<file path="config.mk">
export PLATFORM = sky130hd
export DESIGN_NAME = doorbell_capture
export DESIGN_NICKNAME = d
export VERILOG_FILES = /design/src/rtl/db_pkg.sv /design/src/rtl/db_fifo.sv /design/src/rtl/db_decode.sv /design/src/rtl/db_engine.sv /design/src/rtl/doorbell_capture.sv
export SDC_FILE = /design/constraint.sdc
export NUM_CORES = 1
export LEC_CHECK = 0
export ABC_AREA = 1
export CORE_ASPECT_RATIO = 2
export CORE_MARGIN = 2
export CORE_UTILIZATION = 46
export CTS_CLUSTER_DIAMETER = 200
export DETAILED_ROUTE_END_ITERATION = 6
export PLACE_DENSITY = 0.77
export SLEW_MARGIN = 0
export SYNTH_ARGS = -nofsm -noshare
export SYNTH_HDL_FRONTEND = slang
export SYNTH_SLANG_ARGS = --single-unit
</file>
<file path="constraint.sdc">
create_clock -name clk_i -period 7.06 [get_ports clk_i]
set_input_delay 2.118 -clock clk_i [delete_from_list [all_inputs] [get_ports clk_i]]
set_output_delay 2.118 -clock clk_i [all_outputs]
set_load 0.01 [all_outputs]
</file>
<file path="src/rtl/db_pkg.sv">
package db_pkg;
  typedef enum logic [2:0] {
    S_IDLE, S_RD, S_CMP, S_WCNT, S_WADDR, S_WDATA
  } db_state_e;
endpackage

</file>
<file path="src/rtl/db_fifo.sv">
module db_fifo #(
  parameter int W     = 56,
  parameter int DEPTH = 2
) (
  input  logic         clk_i,
  input  logic         rst_ni,
  input  logic         push_i,
  input  logic [W-1:0] wdata_i,
  output logic         full_o,
  input  logic         pop_i,
  output logic         empty_o,
  output logic [W-1:0] rdata_o
);
  localparam int PW = (DEPTH > 1) ? $clog2(DEPTH) : 1;
  localparam int CW = $clog2(DEPTH + 1);

  logic [W-1:0]  mem_q [DEPTH];
  logic [PW-1:0] wp_q, rp_q;
  logic [CW-1:0] cnt_q;

  assign full_o  = (cnt_q == CW'(DEPTH));
  assign empty_o = (cnt_q == '0);
  assign rdata_o = mem_q[rp_q];

  function automatic logic [PW-1:0] inc(input logic [PW-1:0] p);
    return (p == PW'(DEPTH - 1)) ? '0 : p + 1'b1;
  endfunction

  always_ff @(posedge clk_i or negedge rst_ni) begin
    if (!rst_ni) begin
      wp_q  <= '0;
      rp_q  <= '0;
      cnt_q <= '0;
    end else begin
      if (push_i) wp_q <= inc(wp_q);
      if (pop_i)  rp_q <= inc(rp_q);
      cnt_q <= cnt_q + CW'(push_i) - CW'(pop_i);
    end
  end

  always_ff @(posedge clk_i) begin
    if (push_i) mem_q[wp_q] <= wdata_i;
  end

  p_no_overflow_r10: assert property (@(posedge clk_i) disable iff (!rst_ni)
    cnt_q <= CW'(DEPTH));
  p_no_underflow_r10: assert property (@(posedge clk_i) disable iff (!rst_ni)
    pop_i |-> !empty_o);
endmodule

</file>
<file path="src/rtl/db_decode.sv">
module db_decode #(
  parameter int HOST_AW = 24,
  parameter int NQ      = 4
) (
  input  logic [HOST_AW-1:0]  off_i,
  input  logic                multi_i,
  output logic                hit_o,
  output logic [$clog2(NQ)-1:0] q_o,
  output logic [HOST_AW-14:0] page_o,
  output logic [31:0]         saddr_o
);
  localparam int QW = $clog2(NQ);
  localparam logic [HOST_AW-1:0] WIN_LO = HOST_AW'((1 << (HOST_AW - 1)) + 32'h8000);

  assign hit_o   = (off_i >= WIN_LO);
  assign q_o     = multi_i ? off_i[HOST_AW-2 -: QW] : '0;
  assign page_o  = off_i[HOST_AW-2:12];
  assign saddr_o = 32'({off_i[HOST_AW-1:2], 2'b00});
endmodule

</file>
<file path="src/rtl/db_engine.sv">
module db_engine
  import db_pkg::*;
#(
  parameter int HOST_AW = 24,
  parameter int MEM_AW  = 23,
  parameter int NQ      = 4,
  parameter int MAXSEL  = 7
) (
  input  logic                 clk_i,
  input  logic                 rst_ni,
  input  logic                 empty_i,
  output logic                 pop_o,
  input  logic                 hit_i,
  input  logic [$clog2(NQ)-1:0] q_i,
  input  logic [HOST_AW-14:0]  page_i,
  input  logic [31:0]          saddr_i,
  input  logic [31:0]          data_i,
  input  logic                 cfg_we_i,
  input  logic [2:0]           cfg_size_i,
  input  logic                 cfg_limit_i,
  input  logic [NQ*MEM_AW-1:0] base_i,
  output logic                 mem_req_o,
  output logic                 mem_we_o,
  output logic [MEM_AW-1:0]    mem_addr_o,
  output logic [3:0]           mem_be_o,
  output logic [31:0]          mem_wdata_o,
  input  logic [31:0]          mem_rdata_i,
  output logic                 wake_o
);
  localparam int QW     = $clog2(NQ);
  localparam int PGW    = HOST_AW - 13;
  localparam int IDX_W  = 9 + MAXSEL;
  localparam logic [MEM_AW-1:0] PAIR_TOP = MEM_AW'((64'd1 << MEM_AW) - 64'd4096);

  db_state_e         st_q;
  logic [31:0]       saddr_q, data_q;
  logic [QW-1:0]     q_q;
  logic [PGW-1:0]    page_q;
  logic [7:0]        cnt_nxt_q;
  logic [IDX_W-1:0]  idx_q [NQ];
  logic [IDX_W-1:0]  mask, idx_sel;
  logic [MEM_AW-1:0] base_sel, rec_base, pair_addr;
  logic [7:0]        lim_b, cnt_b;

  assign mask      = IDX_W'(((IDX_W+1)'(512) << cfg_size_i) - 1'b1);
  assign idx_sel   = idx_q[q_q];
  assign base_sel  = base_i[q_q*MEM_AW +: MEM_AW];
  assign rec_base  = base_sel + (MEM_AW'(idx_sel) << 3);
  assign pair_addr = (PAIR_TOP + MEM_AW'({page_q, 1'b0})) & ~MEM_AW'(3);
  assign lim_b     = page_q[0] ? mem_rdata_i[23:16] : mem_rdata_i[7:0];
  assign cnt_b     = page_q[0] ? mem_rdata_i[31:24] : mem_rdata_i[15:8];
  assign pop_o     = (st_q == S_IDLE) && !empty_i;

  always_ff @(posedge clk_i or negedge rst_ni) begin
    if (!rst_ni) begin
      st_q      <= S_IDLE;
      saddr_q   <= '0;
      data_q    <= '0;
      q_q       <= '0;
      page_q    <= '0;
      cnt_nxt_q <= '0;
    end else begin
      unique case (st_q)
        S_IDLE: if (!empty_i && hit_i) begin
          saddr_q <= saddr_i;
          data_q  <= data_i;
          q_q     <= q_i;
          page_q  <= page_i;
          st_q    <= cfg_limit_i ? S_RD : S_WADDR;
        end
        S_RD:   st_q <= S_CMP;
        S_CMP: begin
          cnt_nxt_q <= cnt_b + 8'd1;
          st_q      <= (cnt_b == lim_b) ? S_IDLE : S_WCNT;
        end
        S_WCNT:  st_q <= S_WADDR;
        S_WADDR: st_q <= S_WDATA;
        S_WDATA: st_q <= S_IDLE;
        default: st_q <= S_IDLE;
      endcase
    end
  end

  for (genvar g = 0; g < NQ; g++) begin : g_idx
    always_ff @(posedge clk_i or negedge rst_ni) begin
      if (!rst_ni)                                    idx_q[g] <= '0;
      else if (cfg_we_i)                              idx_q[g] <= '0;
      else if (st_q == S_WDATA && q_q == QW'(g))      idx_q[g] <= (idx_q[g] + 1'b1) & mask;
    end

    p_clear_r9: assert property (@(posedge clk_i) disable iff (!rst_ni)
      $past(cfg_we_i) |-> idx_q[g] == '0);
  end

  always_comb begin
    mem_req_o   = 1'b0;
    mem_we_o    = 1'b0;
    mem_addr_o  = '0;
    mem_be_o    = 4'h0;
    mem_wdata_o = '0;
    wake_o      = 1'b0;
    unique case (st_q)
      S_RD: begin
        mem_req_o  = 1'b1;
        mem_addr_o = pair_addr;
        mem_be_o   = 4'hF;
      end
      S_WCNT: begin
        mem_req_o   = 1'b1;
        mem_we_o    = 1'b1;
        mem_addr_o  = pair_addr;
        mem_be_o    = page_q[0] ? 4'b1000 : 4'b0010;
        mem_wdata_o = {4{cnt_nxt_q}};
      end
      S_WADDR: begin
        mem_req_o   = 1'b1;
        mem_we_o    = 1'b1;
        mem_addr_o  = rec_base;
        mem_be_o    = 4'hF;
        mem_wdata_o = saddr_q;
      end
      S_WDATA: begin
        mem_req_o   = 1'b1;
        mem_we_o    = 1'b1;
        mem_addr_o  = rec_base + MEM_AW'(4);
        mem_be_o    = 4'hF;
        mem_wdata_o = data_q;
        wake_o      = 1'b1;
      end
      default: ;
    endcase
  end

  p_aligned_r2: assert property (@(posedge clk_i) disable iff (!rst_ni)
    mem_req_o |-> mem_addr_o[1:0] == 2'b00);
  p_rec_order_r2: assert property (@(posedge clk_i) disable iff (!rst_ni)
    wake_o |-> $past(mem_req_o && mem_we_o && mem_be_o == 4'hF) &&
               $past(mem_wdata_o[31:24]) == 8'h00 && $past(mem_wdata_o[1:0]) == 2'b00 &&
               mem_addr_o == $past(mem_addr_o) + MEM_AW'(4));
  p_read_first_r5: assert property (@(posedge clk_i) disable iff (!rst_ni)
    (mem_we_o && $countones(mem_be_o) == 1) |-> $past(mem_req_o && !mem_we_o, 2));
  p_cnt_then_rec_r6: assert property (@(posedge clk_i) disable iff (!rst_ni)
    (mem_we_o && $countones(mem_be_o) == 1) |=> mem_we_o && mem_be_o == 4'hF && !wake_o);
  p_wake_pulse_r8: assert property (@(posedge clk_i) disable iff (!rst_ni)
    wake_o |=> !wake_o);
endmodule

</file>
<file path="src/rtl/doorbell_capture.sv">
module doorbell_capture #(
  parameter int HOST_AW = 24,
  parameter int MEM_AW  = 23,
  parameter int NQ      = 4,
  parameter int DEPTH   = 2
) (
  input  logic                 clk_i,
  input  logic                 rst_ni,
  input  logic                 hw_valid_i,
  output logic                 hw_ready_o,
  input  logic [HOST_AW-1:0]   hw_addr_i,
  input  logic [31:0]          hw_data_i,
  input  logic                 cfg_we_i,
  input  logic [2:0]           cfg_size_i,
  input  logic                 cfg_multi_i,
  input  logic                 cfg_limit_i,
  input  logic [NQ*MEM_AW-1:0] base_i,
  output logic                 mem_req_o,
  output logic                 mem_we_o,
  output logic [MEM_AW-1:0]    mem_addr_o,
  output logic [3:0]           mem_be_o,
  output logic [31:0]          mem_wdata_o,
  input  logic [31:0]          mem_rdata_i,
  output logic                 wake_o
);
  localparam int QW = $clog2(NQ);
  localparam int FW = HOST_AW + 32;

  logic          full, empty, pop, push, hit;
  logic [FW-1:0] head;
  logic [QW-1:0] q;
  logic [HOST_AW-14:0] page;
  logic [31:0]   saddr;

  assign hw_ready_o = !full;
  assign push       = hw_valid_i && !full;

  db_fifo #(.W(FW), .DEPTH(DEPTH)) u_fifo (
    .clk_i, .rst_ni,
    .push_i (push),
    .wdata_i({hw_addr_i, hw_data_i}),
    .full_o (full),
    .pop_i  (pop),
    .empty_o(empty),
    .rdata_o(head)
  );

  db_decode #(.HOST_AW(HOST_AW), .NQ(NQ)) u_dec (
    .off_i  (head[FW-1:32]),
    .multi_i(cfg_multi_i),
    .hit_o  (hit),
    .q_o    (q),
    .page_o (page),
    .saddr_o(saddr)
  );

  db_engine #(.HOST_AW(HOST_AW), .MEM_AW(MEM_AW), .NQ(NQ)) u_eng (
    .clk_i, .rst_ni,
    .empty_i    (empty),
    .pop_o      (pop),
    .hit_i      (hit),
    .q_i        (q),
    .page_i     (page),
    .saddr_i    (saddr),
    .data_i     (head[31:0]),
    .cfg_we_i,
    .cfg_size_i,
    .cfg_limit_i,
    .base_i,
    .mem_req_o,
    .mem_we_o,
    .mem_addr_o,
    .mem_be_o,
    .mem_wdata_o,
    .mem_rdata_i,
    .wake_o
  );

  p_miss_silent_r1: assert property (@(posedge clk_i) disable iff (!rst_ni)
    (pop && !hit) |=> !mem_req_o);
endmodule

</file>
---- After elaboration in Yosys (flattened, before gate mapping) ----
Memory sizes are Yosys's and may differ from the RTL's.
Index checks and enable logic that the tools add are counted.
operators by class
  $add $sub $neg .......................... 13
  multiply operators ...................... 1
  order comparisons ....................... 2
  equality and inequality tests ........... 11
  shifts and indexed selects .............. 2
  mux-type cells .......................... 29
  bitwise gates (word level) .............. 5
  reduce and logical (&&, ||, !) cells .... 21
operators with widths
  cell                                                number
  2-to-1 mux 16 bit                                   10
  case mux 32 bit (3 select lines)                    1
  variable part select 92 x 8 -> 23 bit               1
  case mux 23 bit (3 select lines)                    1
  adder 16 x 1 -> 16 bit, second input constant       4
  bitwise AND 16 bit                                  4
  binary-select mux 16 bit (select 2 bit)             1
  >= comparator 24 bit, second input constant         1
  adder 23 x 19 -> 23 bit                             1
  adder 23 x 3 -> 23 bit, second input constant       1
  2-to-1 mux 8 bit                                    2
  << shifter 10 x 3 -> 16 bit, first input constant   1
  subtractor 16 x 1 -> 16 bit, second input constant  1
  case mux 3 bit (5 select lines)                     1
  adder 13 x 13 -> 14 bit, first input constant       1
  adder 8 x 1 -> 8 bit, second input constant         1
  == test 8 bit                                       1
  case mux 4 bit (2 select lines)                     1
  nonzero test 2 bit                                  4
  logical AND 1 bit                                   7
  multiplier 2 x 5 -> 7 bit, second input constant    1
  2-to-1 mux 1 bit                                    7
  == test 2 bit, second input constant                3
  == test 3 x 2 -> 1 bit, second input constant       2
  19 further kinds                                    26
word-level totals
  register bits after elaboration ......... 146
  bits in writable memories ............... 112
  bits of input ports ..................... 189
  output and inout bits ................... 63
  logic and storage cells ................. 98
  memories kept ........................... 1
memory list
  name          words  bits a word  read ports  clocked after memory_dff  write ports  line           source
  u_fifo.mem_q  2      56           1           0                         1            db_fifo.sv:17  logic [W-1:0] mem_q [DEPTH];

---- Logic depth before layout (Yosys ltp) ----
  depth after elaboration ................. 7
  mapped depth ............................ 26

---- Modules after synthesis ----
Synthesis repeated with hierarchy kept, for this count alone.
second synthesis, totals
  cell total of the unflattened synthesis .. 1824
  area total of the unflattened synthesis .. 15302.2 um^2
by module, submodules not included
  module            times used  cells an instance  area each (um^2)
  db_engine         1           1447               10551.4
  db_fifo           1           317                4359.2
  db_decode         1           57                 377.9
  doorbell_capture  1           3                  13.8

---- Least setup slack after synthesis ----
No wires, ideal clock.
  path kind ............................... input-to-output
  start point ............................. input base_i[4]
  end point ............................... output mem_addr_o[20]
  arrival time ............................ 4.347 ns
  setup slack ............................. 0.595 ns
  cell stages on the path ................. 16
  buffers on the path ..................... 0
  cell sequence ........................... a22o_1 > a221oi_1 > fa_1 > inv_1 > nand2_1 > nor2_4 > nand3_2 > nor2_4 > nand3_4 > nor2_8 > nand2_2 > nor2_2 > nand3_1 > nand2_1 > nand3_1 > nand2_1
between the ends
  cells in the longest elaborated chain, start to end .. 4
RTL lines
  what                                     line                    source
  start, declared                          doorbell_capture.sv:17  input logic [NQ*MEM_AW-1:0] base_i,
  variable part select 92 x 8 -> 23 bit *  db_engine.sv:47         assign base_sel = base_i[q_q*MEM_AW +: MEM_AW];
  adder 23 x 19 -> 23 bit *                db_engine.sv:48         assign rec_base = base_sel + (MEM_AW'(idx_sel) << 3);
  adder 23 x 3 -> 23 bit                   db_engine.sv:125        mem_addr_o = rec_base + MEM_AW'(4);
  case mux 23 bit (3 select lines) *       db_engine.sv:102        unique case (st_q)
  end, declared                            doorbell_capture.sv:20  output logic [MEM_AW-1:0] mem_addr_o,
Every way passes the cells marked *; elsewhere a longest branch is shown, timed or not.

---- Worst setup path in the final report ----
  start point ............................. input base_i[49]
  end point ............................... output mem_addr_o[5]
The elaborated chain is that of the path after synthesis.

==> metrics.md <==
| Metric | Value |
|---|---|
| Die ar. | ~32000 sq um |
| Vias in the first global route | around 13000 |
| PD cells | approximately 360 nW/um^2 |
| Final setup viols | 0 |
| Critical path's slowest cell | clkdlybuf4s50_1 |
| Slew HR | a little over a fifth |
| Layout cell share with drive strength beyond 1 | approximately 14% |
| Drt pass-1 iters | 6 |
| Worst-path cell chain | clkdlybuf4s50_1, nand2_1, nand3_2, ha_4, inv_2, fa_2, inv_2, nand2_2, buf_4, nand2_4, buf_4, inv_2, nand2_2, buf_4, buf_4, nand3_1, o221ai_1, clkdlybuf4s50_1 |
| Most used cell, CP | buf_4 |
| Antenna Violating Nets Remaining | 0 |
| Worst Skew | about 14 ps |
| Mapped Cells | around 1700 |
| GR Util All Layers | about a quarter |
| NetSw | 2.758 mW |
| Initial antenna violation count | 1 |
| Hold_buf cts | 0 |
| IO Pins | ~250 |
| Clk_lat worst skew | 550 ps |
| Post-DR vias/cell | between 5 and 6 |
| #FFs+latches synth | 243 |
| CTS Root Buffer Type | clkbuf_16 |
| Final period util | between 90% and 100% |
| Initial Utilization | 46.37% |
| Hold Fails Final Rpt | 0 |
| MaxCap Viol Count | 0 |
| Syn avg cell area | 8.291 sq um |
| Final wirelength | a little over 40000 microns |
| Layout Nets | between 2000 and 2500 |
| Static Leakage | slightly above 8 nW |
| Peak VDD IR | approximately 250 uV |
| TritonCTS clock tree | done |
| Total grt overflow | 0 |
| Net Sw Frac | approximately two fifths |
| R2R depth | 7 |
| Gpl congestion | between 0.8 and 0.9 |
| WS Path Type | input port to primary output |
| Async SR Flop Fraction | between 50 and 60% |
| Initial DRC count | around 930 |
| Worst min path class | flip-flop to flip-flop |
| Cell area after synthesis | about 14000 sq um |
| Most frequent cells in the layout | nand2_1, inv_1, clkdlybuf4s50_1, dfrtp_1, edfxtp_1 |
| CTS Sinks | about 240 |
| R2R Path Start | u_fifo.rp_q |
| Critical path's largest stage delay | approximately 600 ps |
| First-pass GRT wire length | 65090 microns |
| Mapped Nets | 1928 |
| Total number of vias | 12940 |
| Pint | roughly 4 mW |
| Distinct cell type count after synthesis | a little over 60 |
| Bufs on Longest Clock Path | 3 |
| CTS Buf Count | 24 |
| F_max | around 140 MHz |
| DIE WIDTH | around 130 microns |
| Clk slew on worst S/H paths | roughly 60 ps |
| Final core occ | 60.64% |
| Number of buffers and inverters on the critical path | 9 |
| Worst setup EP type | primary output |
| Die Height | ~250 microns |
| Core Box Area | about 30000 sq um |
| Critical Path RT | around 5000 ps |
| CP top delay family | buffers and inverters |
| Max Transition Viols Final | 0 |
| Setup TNS | 0 ps |
| Power, Total | 6.683 mW |
| Syn. warnings | 0 |
| Drt drc | 0 |
| Arrival @ worst endpoint | a little under 5000 ps |
| Crit-path max FO | 3 |
| Worst Setup Start Kind | input port |
| Main synth FF type | dfrtp_1 |
| Cell row count | a little over 90 |
| Reg2reg setup slack | around 3500 ps |
| Hold Path End | u_eng.saddr_q[23] |
| Hold path cells | 2 |
| Fill cells | ~2700 |
| Most common cell after layout, fill and taps aside | nand2_1 |
| Result of the run | complete, no violations |
| Logic pwr share | about 50% |
| RSZ-0062 raised after global routing | true |
| Largest net degree at the start of global routing | between 100 and 150 |
| Routed len/inst | between 15 and 20 microns |
| Area grow syn2layout | 30.77% |
| HP Start | u_eng.saddr_q[23] |
| Number of flops mapped to enable cells by yosys | ~110 |
| DP HPWL | roughly 30000 microns |
| Sequential element share of the synthesized area | between 40% and 50% |
| PortBufs | 249 |
| Actual slew at the worst max-slew pin | about 1200 ps |
| H-tree depth | 1 |
| Final min period | approximately 7000 ps |
| Clock power frac | 20.1% |
| Sequential power share | between 30 and 40% |
| Reg2reg end | u_eng.q_q[1] |
per-stage QoR:
| step | cells | cell area [sq um] | hold slack (ps) | worst slack, ps |
|---|---|---|---|---|
| final | 2396 | 18570 | 479.4 | 81.55 |
| after global routing | 2395 | 18570 | 509.9 | -59.02 |
| after CTS | 2392 | 18290 | 486.5 | 2.949 |
| after detailed placement | 2341 | 17360 | 472.2 | -595.4 |
| after global placement | 2341 | 17360 | 440.5 | -579.7 |
| after floorplan | 1713 | 14200 | 422.2 | 595.4 |
power groups by stage:
stage	sequential, mW	clock (mW)	combinational (mW)
global placement	2.04	0	3.10
finish	2.03	1.34	3.31
global route	2.07	1.41	3.65
detailed placement	2.06	0	3.15
CTS	2.03	1.36	3.19
floorplan	1.97	0	1.97
repair_timing:
| action | 4_1_cts | 5_1_grt |
|---|---|---|
| pin swaps | 18 | 28 |
| endpoints found under the setup margin | 18 | 15 |
| buffers inserted | 8 | 3 |
| gates resized for setup | 51 | 80 |
worst max-delay path by stage:
stage / slack, ps / from / depth (start not counted) / to
6_report: 80 / base_i[49] / 18 / mem_addr_o[5]
5_1_grt: -60 / base_i[4] / 17 / mem_addr_o[12]
4_1_cts: 3 / base_i[72] / 21 / mem_addr_o[17]
3_5_place_dp: -600 / base_i[4] / 19 / mem_addr_o[20]
3_3_place_gp: -580 / base_i[4] / 19 / mem_addr_o[16]
2_1_floorplan: 600 / base_i[4] / 16 / mem_addr_o[20]
layout make-up:
cell class / count / area, sq um / share of cell area (%)
flip-flops and latches: 243 / 6625 / 35.67
inverters: 297 / 1120 / 6.029
repair buffers: 322 / 2979 / 16.04
multi-input cells: 1117 / 6571 / 35.38
well taps: 372 / 465.4 / 2.506
diodes: 2 / 5.005 / 0.02695
clock inverters: 7 / 131.4 / 0.7074
clock buffers: 36 / 675.6 / 3.638
logic make-up after synthesis:
group,synth area share (%)
and+or+nand+nor,22.64
DFF,46.62
xor gates and xnor gates,0.9867
adders and majority gates,2.343
muxes,0.9162
buffers and inverters,9.973
AOI/OAI and AO/OA,16.52
Yosys cell counts (all sizes together), types with 11 or more instances:
| library cell | instances | area (sq um) |
|---|---|---|
| o221ai | 38 | 332.8 |
| dfrtp | 135 | 3378 |
| ha | 25 | 312.8 |
| clkbuf | 30 | 112.6 |
| o22ai | 11 | 68.82 |
| o211ai | 53 | 498.0 |
| nand2 | 412 | 1599 |
| inv | 293 | 1105 |
| nor3 | 33 | 170.2 |
| buf | 26 | 183.9 |
| nand3 | 96 | 525.5 |
| o21ai | 130 | 650.6 |
| edfxtp | 108 | 3243 |
| a21oi | 55 | 275.3 |
| nand4 | 19 | 118.9 |
| nor2 | 128 | 658.1 |
| a22oi | 46 | 345.3 |
per-layer routing:
metal | vias up | routed length [microns] | track usage [%]
li1 | 6349 | - | -
met1 | 6076 | 17210 | 33.59
met2 | 446 | 19810 | 41.29
met3 | 69 | 3156 | 5.186
met4 | 0 | 1325 | 9.419
met5 | - | 0 | 0
flip-flops by register name, summed over array words and instances, names as in the netlist:
register         count
u_eng.data_q        32
u_fifo.mem_q       108
u_eng.page_q        10
u_eng.q_q            2
u_eng.cnt_nxt_q      8
u_eng.saddr_q       12
u_eng.idx_q         64
u_fifo.wp_q          1
u_fifo.cnt_q         2
u_eng.st_q           3
u_fifo.rp_q          1
worst register-to-register path, cell delays in order, from the launching register on:
cell	delay, ps
dfrtp_4	700
buf_4	710
mux2_2	320
nand3b_2	140
nor2_4	110
buf_4	850
nand2_1	430
o22ai_1	210
No activity file was read; power rests on OpenSTA's default activity.
